===== config.mk =====
export PLATFORM = sky130hd
export DESIGN_NAME = pt_walker
export DESIGN_NICKNAME = d
export VERILOG_FILES = /design/src/rtl/pt_walk_pkg.sv /design/src/rtl/pt_entry_decode.sv /design/src/rtl/pt_addr_join.sv /design/src/rtl/pt_walker.sv
export SDC_FILE = /design/constraint.sdc
export NUM_CORES = 1
export LEC_CHECK = 0
export ABC_CLOCK_PERIOD_IN_PS = 1790
export BUFFER_PORTS_ARGS = -buffer_cell sky130_fd_sc_hd__buf_2
export CELL_PAD_IN_SITES_DETAIL_PLACEMENT = 1
export CELL_PAD_IN_SITES_GLOBAL_PLACEMENT = 1
export CORE_UTILIZATION = 36
export CTS_CLUSTER_DIAMETER = 200
export DETAILED_ROUTE_END_ITERATION = 12
export GPL_TIMING_DRIVEN = 1
export PLACE_DENSITY = 0.78
export SYNTH_ARGS = -nofsm -noshare
export SYNTH_HDL_FRONTEND = slang
export SYNTH_SLANG_ARGS = --single-unit
export TNS_END_PERCENT = 50

===== constraint.sdc =====
create_clock -name clk_i -period 1.79 [get_ports clk_i]
set_input_delay 0.358 -clock clk_i [delete_from_list [all_inputs] [get_ports clk_i]]
set_output_delay 0.358 -clock clk_i [all_outputs]
set_load 0.01 [all_outputs]

===== src/rtl/pt_walk_pkg.sv =====
package pt_walk_pkg;

  typedef enum logic [2:0] {
    ST_IDLE,
    ST_RD_DIR,
    ST_WT_DIR,
    ST_RD_PTE,
    ST_WT_PTE,
    ST_DONE
  } walk_state_e;

endpackage


===== src/rtl/pt_entry_decode.sv =====
module pt_entry_decode #(
  parameter int PA_W  = 32,
  parameter int PG_LG = 12
) (
  input  logic [PA_W-1:0]       entry_i,
  output logic                  valid_o,
  output logic [PA_W-PG_LG-1:0] frame_o
);
  assign valid_o = entry_i[0];
  assign frame_o = entry_i[PA_W-1:PG_LG];
endmodule


===== src/rtl/pt_addr_join.sv =====
module pt_addr_join #(
  parameter int PA_W   = 32,
  parameter int PG_LG  = 12,
  parameter int IDX_W  = 10,
  parameter int ENT_LG = 2
) (
  input  logic [PA_W-PG_LG-1:0] frame_i,
  input  logic [IDX_W-1:0]      idx_i,
  output logic [PA_W-1:0]       addr_o
);
  localparam int PAD_W = PA_W - IDX_W;

  logic [PA_W-1:0] idx_ext;

  assign idx_ext = {{PAD_W{1'b0}}, idx_i};
  assign addr_o  = {frame_i, {PG_LG{1'b0}}} | (idx_ext << ENT_LG);
endmodule


===== src/rtl/pt_walker.sv =====
module pt_walker
  import pt_walk_pkg::*;
#(
  parameter int VA_W   = 32,
  parameter int PA_W   = 32,
  parameter int IDX_W  = 10,
  parameter int PG_LG  = 12,
  parameter int ENT_LG = 2
) (
  input  logic            clk_i,
  input  logic            rst_ni,
  input  logic            req_valid_i,
  output logic            req_ready_o,
  input  logic [VA_W-1:0] req_vaddr_i,
  input  logic [PA_W-1:0] dir_base_i,
  output logic            mem_rd_o,
  output logic [PA_W-1:0] mem_addr_o,
  input  logic            mem_rvalid_i,
  input  logic [PA_W-1:0] mem_rdata_i,
  output logic            done_o,
  output logic            done_fault_o,
  output logic [PA_W-1:0] done_paddr_o,
  output logic [VA_W-1:0] done_vaddr_o
);
  localparam int FRM_W  = PA_W - PG_LG;
  localparam int TBL_LO = PG_LG;
  localparam int DIR_LO = PG_LG + IDX_W;

  walk_state_e state_q, state_d;
  logic [VA_W-1:0]  vaddr_q;
  logic [FRM_W-1:0] dir_frm_q, pt_frm_q;
  logic [PA_W-1:0]  paddr_q;
  logic             fault_q;

  logic             ent_valid;
  logic [FRM_W-1:0] ent_frame;
  logic [PA_W-1:0]  pde_addr, pte_addr;
  logic [IDX_W-1:0] dir_idx, tbl_idx;

  assign dir_idx = vaddr_q[DIR_LO +: IDX_W];
  assign tbl_idx = vaddr_q[TBL_LO +: IDX_W];

  pt_entry_decode #(.PA_W(PA_W), .PG_LG(PG_LG)) u_dec (
    .entry_i (mem_rdata_i),
    .valid_o (ent_valid),
    .frame_o (ent_frame)
  );

  pt_addr_join #(.PA_W(PA_W), .PG_LG(PG_LG), .IDX_W(IDX_W), .ENT_LG(ENT_LG)) u_pde_addr (
    .frame_i (dir_frm_q),
    .idx_i   (dir_idx),
    .addr_o  (pde_addr)
  );

  pt_addr_join #(.PA_W(PA_W), .PG_LG(PG_LG), .IDX_W(IDX_W), .ENT_LG(ENT_LG)) u_pte_addr (
    .frame_i (pt_frm_q),
    .idx_i   (tbl_idx),
    .addr_o  (pte_addr)
  );

  always_comb begin
    state_d = state_q;
    unique case (state_q)
      ST_IDLE:   if (req_valid_i) state_d = ST_RD_DIR;
      ST_RD_DIR: state_d = ST_WT_DIR;
      ST_WT_DIR: if (mem_rvalid_i) state_d = ent_valid ? ST_RD_PTE : ST_DONE;
      ST_RD_PTE: state_d = ST_WT_PTE;
      ST_WT_PTE: if (mem_rvalid_i) state_d = ST_DONE;
      ST_DONE:   state_d = ST_IDLE;
      default:   state_d = ST_IDLE;
    endcase
  end

  always_ff @(posedge clk_i or negedge rst_ni) begin
    if (!rst_ni) begin
      state_q   <= ST_IDLE;
      vaddr_q   <= '0;
      dir_frm_q <= '0;
      pt_frm_q  <= '0;
      paddr_q   <= '0;
      fault_q   <= 1'b0;
    end else begin
      state_q <= state_d;
      unique case (state_q)
        ST_IDLE: if (req_valid_i) begin
          vaddr_q   <= req_vaddr_i;
          dir_frm_q <= dir_base_i[PA_W-1:PG_LG];  // base captured at accept
          fault_q   <= 1'b0;
          paddr_q   <= '0;
        end
        ST_WT_DIR: if (mem_rvalid_i) begin
          pt_frm_q <= ent_frame;
          fault_q  <= !ent_valid;
        end
        ST_WT_PTE: if (mem_rvalid_i) begin
          fault_q <= !ent_valid;
          paddr_q <= ent_valid ? {ent_frame, vaddr_q[PG_LG-1:0]} : '0;
        end
        default: ;
      endcase
    end
  end

  assign req_ready_o  = (state_q == ST_IDLE);
  assign mem_rd_o     = (state_q == ST_RD_DIR) || (state_q == ST_RD_PTE);
  assign mem_addr_o   = (state_q == ST_RD_PTE) ? pte_addr : pde_addr;
  assign done_o       = (state_q == ST_DONE);
  assign done_fault_o = fault_q;
  assign done_paddr_o = paddr_q;
  assign done_vaddr_o = vaddr_q;

  p_strobe_pulse_r3: assert property (@(posedge clk_i) disable iff (!rst_ni)
    mem_rd_o |=> !mem_rd_o);

  p_no_strobe_in_wait_r3: assert property (@(posedge clk_i) disable iff (!rst_ni)
    ((state_q == ST_WT_DIR || state_q == ST_WT_PTE) && !mem_rvalid_i) |=> !mem_rd_o);

  p_dir_fault_r4: assert property (@(posedge clk_i) disable iff (!rst_ni)
    (state_q == ST_WT_DIR && mem_rvalid_i && !mem_rdata_i[0]) |=> (done_o && done_fault_o));

  p_offset_kept_r7: assert property (@(posedge clk_i) disable iff (!rst_ni)
    (done_o && !done_fault_o) |-> (done_paddr_o[PG_LG-1:0] == done_vaddr_o[PG_LG-1:0]));

  p_busy_after_accept_r8: assert property (@(posedge clk_i) disable iff (!rst_ni)
    (req_valid_i && req_ready_o) |=> !req_ready_o);

  p_done_pulse_r8: assert property (@(posedge clk_i) disable iff (!rst_ni)
    done_o |=> (!done_o && req_ready_o));

  p_stray_resp_r10: assert property (@(posedge clk_i) disable iff (!rst_ni)
    (req_ready_o && !req_valid_i) |=> (req_ready_o && !mem_rd_o));

endmodule


After elaboration in Yosys (flattened, before gate mapping):

Cells that the tools add are included.

* output and inout port bits: 100
* register bits after elaboration: 108
* logic and storage cells: 41

* bitwise logic cells: 2
* mux-type cells: 13
* equal/unequal tests: 9
* reduce and logical (&&, ||, !) cells: 11

Operator list (number)
* 2-to-1 mux 32 bit: 4
* bitwise OR 32 x 12 -> 32 bit: 2
* one-hot mux 32 bit (2 select lines): 1
* one-hot mux 3 bit (5 select lines): 1
* 2-to-1 mux 3 bit: 4
* AND reduction 3 bit: 3
* == test 3 x 2 -> 1 bit, second input constant: 2
* == test 3 bit, second input constant: 2
* inequality test 2 bit, second input constant: 3
* AND reduction 2 bit: 2
* nonzero test 2 bit: 2
* == test 3 x 1 -> 1 bit, second input constant: 1
* zero test 3 bit: 1
* 2-to-1 mux 1 bit: 2
* inequality test 2 x 1 -> 1 bit, second input constant: 1
* one-hot mux 1 bit (2 select lines): 1
* OR reduction 2 bit: 1
* zero test 1 bit: 1
* logical OR 1 bit: 1

Depth between registers and ports, before layout:

* word-level depth: 4
* mapped depth: 7

Hierarchy:

Synthesis repeated with hierarchy kept, for this count alone.

* cell total of the unflattened synthesis: 447
* area total of the unflattened synthesis: 5243.8 um2

By module, submodules not included
* pt_walker: instances 1, cells each 360, area an instance 4598.2 um2
* pt_addr_join: instances 2, cells each 33, area an instance 244.0 um2
* pt_entry_decode: instances 1, cells each 21, area an instance 157.7 um2

Worst setup path after synthesis:

OpenSTA, ideal clock, no wires.

* path type: reg-to-reg
* from: register state_q[2]
* to: register dir_frm_q[0]
* setup time: 127 ps
* arrival: 1517 ps
* required time: 1663 ps
* stages on the path, launching flop included: 7
* path slack: 146 ps
* path through: dfrtp_1 > buf_4 > nor3_2 > and2_1 > buf_4 > buf_6 > mux2_1

* cells in the longest elaborated chain, start to end: 2

Ends and longest elaborated chain
* from (decl): line pt_walker.sv:29 `walk_state_e state_q, state_d;`
* from (signal assigned): line pt_walker.sv:83 `state_q <= state_d;`
* zero test 3 bit
* via req_ready_o: line pt_walker.sv:13 `output logic req_ready_o,`
* AND reduction 2 bit (no line)
* to (signal assigned): line pt_walker.sv:87 `dir_frm_q <= dir_base_i[PA_W-1:PG_LG];`
* to (decl): line pt_walker.sv:31 `logic [FRM_W-1:0] dir_frm_q, pt_frm_q;`

The timed path passes the listed nets, and every way through them passes these cells.
A chain may end at the register's enable or synchronous reset.

Final worst setup path:

* from: register state_q[2]
* to: output port mem_addr_o[25]

* cells in the longest elaborated chain, start to end: 2

Ends and longest elaborated chain
* == test 3 x 2 -> 1 bit: line pt_walker.sv:106 `assign mem_addr_o = (state_q == ST_RD_PTE) ? pte_addr : pde_addr;`
* 2-to-1 mux 32 bit: line pt_walker.sv:106
* to (decl): line pt_walker.sv:17 `output logic [PA_W-1:0] mem_addr_o,`

No other way between the ends.

==> impl_metrics.yaml <==
run_status:
  status: "complete, but fails checks"
  violations: "setup timing"
placed_design:
  io_buffer_count: 174
  gp_congestion: 0.7947
  hpwl_um: 8649
  post_dp_cell_area_um2: 5756
  place_ws_ns: 0.1107
clock_network:
  cts_tree: "built"
  h-tree-depth: 3
  root_buffer: "clkbuf_16"
  clk_latency_ns: 0.34
  path_clk_slew_ns: 0.06
  postCtsHoldBufs: 0
  cts_inserted_buffers: 9
  clock_sinks: 108
  cts_buffer_depth: 2
detailed_routing:
  wl_per_cell_um: 17.27
  drc: 0
  drt_first_iter_violations: 94
  via_count: 3430
  dr.pass1.iters: 3
  wirelength_um: 12350
  antenna_violating_nets_post_route: 0
  viasPerCell: 4.797
yosys:
  synth.area.top_cells: "dfrtp_1 (59%), mux2_1 (17%), mux2_2 (7.8%)"
  synthMostInstantiatedCell: "dfrtp_1"
  synth.distinct_cells: 27
  avgSynthCellArea_um2: 12.79
  synth_seq_cells: 108
  async_reset_ff_frac: 1.000
  yosys_warnings: 0
  syn_inst: 361
  synth_edf_count: 0
  syn_area_um2: 4616
  synth_top_area_frac: 0.5855
  ys_seq_area_frac: 0.5855
  ys.flop_type: "dfrtp_1"
  synth_commonest_cells: "dfrtp_1 (108), mux2_1 (70), nand2_1 (68), nand3_1 (33), mux2_2 (32)"
  synth_largest_area_cell: "dfrtp_1"
pwr:
  p_leak_nw: 3.198
  power_density_nw_per_um2: 1681
  vdd_drop_max_v: 0.0007631
setup_path:
  worstSetupStartpoint: "state_q[2]"
  rrSetupSlack_ns: 0.08
  worstSetupPathType: "flip-flop to primary output"
  reg2reg_depth: 5
  crit_end: "mem_addr_o[25]"
  worstReg2RegEnd: "done_fault_o"
  crit_path_max_fanout: 10
  start_kind: "flip-flop"
  crit_arrival_ns: 1.58
  rr_startpoint: "state_q[1]"
  critPathCaptureType: "primary output"
  required_ns: 1.43
sta:
  rsz0062_at_grt: "true"
  final.min_clock_period_ns: 1.935
  fin_crit_sh: 1.081
  slew_violations: 0
  finalHoldViolations: 0
  fin_skew_ns: 0.007239
  fmax_mhz: 516.8
  setup_ws_ns: -0.1450
  relSlewSlack: 0.6107
  finalSetupViolations: 30
  tightest_slew_ns: 0.5839
die:
  die_h_um: 115.2
  die_area_um2: 13280
  rows: 40
  coreArea_um2: 12260
  fp.dieW_um: 115.2
  initial_core_util: 0.3764
  io_pins: 200
min_path:
  hold_path_class: "input port to asynchronous set/reset pin"
job:
  cap_viol_max_count: 0
final_layout:
  layout.nets: 643
  nFillCells: 1348
  antenna_cells: 0
  final_cell_area_um2: 6254
  drive_gt1_frac: 0.4589
  areaGrowthSynthToFinish_pct: 35.48
grt:
  grt_pass1_vias: 3785
  grt_pass1_wl_um: 19720
  antenna_found_initial: 0
  grt_max_degree: 41
  grt-ovfl-total: 0
  grtUsageTotal: 0.1969
[registers in the layout, summed over array words and instances, names as in the netlist]
register	flops
dir_frm_q	20
done_fault_o	1
done_paddr_o	32
done_vaddr_o	32
pt_frm_q	20
state_q	3
[final cells by class]
class	instances	area, um2	share of cell area
clock buffer	13	260.3	0.04162
clock inverter	2	10.01	0.001601
multi-input combinational	225	1754	0.2805
sequential	108	2705	0.4326
timing repair buffer	197	1304	0.2085
tap	168	210.2	0.03361
inverter	2	10.01	0.001601
[cell families after synthesis]
| logic type | share of synthesized area |
|---|---|
| muxes | 0.2564 |
| buffers and inverters | 0.04093 |
| other | 0.0008124 |
| AOI/OAI and AO/OA | 0.01003 |
| and+or+nand+nor | 0.1063 |
| DFF | 0.5855 |
[critical path, stage by stage (launching register included)]
cell and delay (ns):
dfrtp_2 0.43, inv_4 0.08, nand3_4 0.12, buf_12 0.19
mux2_2 0.29, buf_6 0.13
[report_power, final]
group          switching (W)  internal, W
clock network       0.000811      0.00101
logic                0.00223      0.00246
registers           0.000575      0.00343
total                0.00361      0.00690
[per-layer routing]
layer  up-vias  share of wire  GRT usage
li1       1594              -          -
met3         6          0.045    0.04481
met5         -              0          0
met2        96           0.52     0.3422
met4         0         0.0065    0.04675
met1      1734           0.43     0.2490
[worst min path at each step]
stage	from	to	depth (start not counted)	slack [ns]
2_1_floorplan	rst_ni	dir_frm_q[0]	0	0.06
3_3_place_gp	rst_ni	dir_frm_q[8]	1	0.39
3_5_place_dp	rst_ni	dir_frm_q[8]	1	0.39
4_1_cts	rst_ni	dir_frm_q[3]	1	0.02
5_1_grt	rst_ni	dir_frm_q[3]	1	0.05
6_report	rst_ni	pt_frm_q[8]	1	0.01
[through the flow]
stage | setup TNS, ns | power (W) | utilization | hold WS [ns] | cells
floorplan | 0 | 0.006426 | - | 0.06241 | 362
global placement | 0 | 0.007976 | 0.4694 | 0.3851 | 695
detailed placement | 0 | 0.008203 | 0.4694 | 0.3949 | 695
CTS | -4.810 | 0.01059 | 0.5065 | 0.01863 | 714
global route | -6.107 | 0.01123 | 0.5100 | 0.04601 | 715
finish | -3.851 | 0.01051 | 0.5100 | 0.01214 | 715
[cells in the final DEF (no fill, tap or decap), drive strengths merged]
| master | count |
|---|---|
| buf | 196 |
| dfrtp | 108 |
| mux2 | 103 |
| nand2 | 68 |
| nand3 | 33 |
| clkbuf | 14 |
| nor3b | 3 |
| nor2 | 2 |
| mux2i | 2 |
| a21oi | 2 |
| conb | 2 |
| clkinv | 2 |
| inv | 2 |
| nor3 | 2 |
| and2 | 2 |
| nor2b | 1 |
| and3 | 1 |
| a211o | 1 |
| o31ai | 1 |
| a221o | 1 |
| o21ai | 1 |
[what timing repair did]
action,CTS,global route
setup endpoints to repair,30,84
setup buffers,3,0
pin swaps,0,1
gates resized for setup,25,4
gates cloned,1,1
Note: power is estimated with default switching activity, not from simulation.
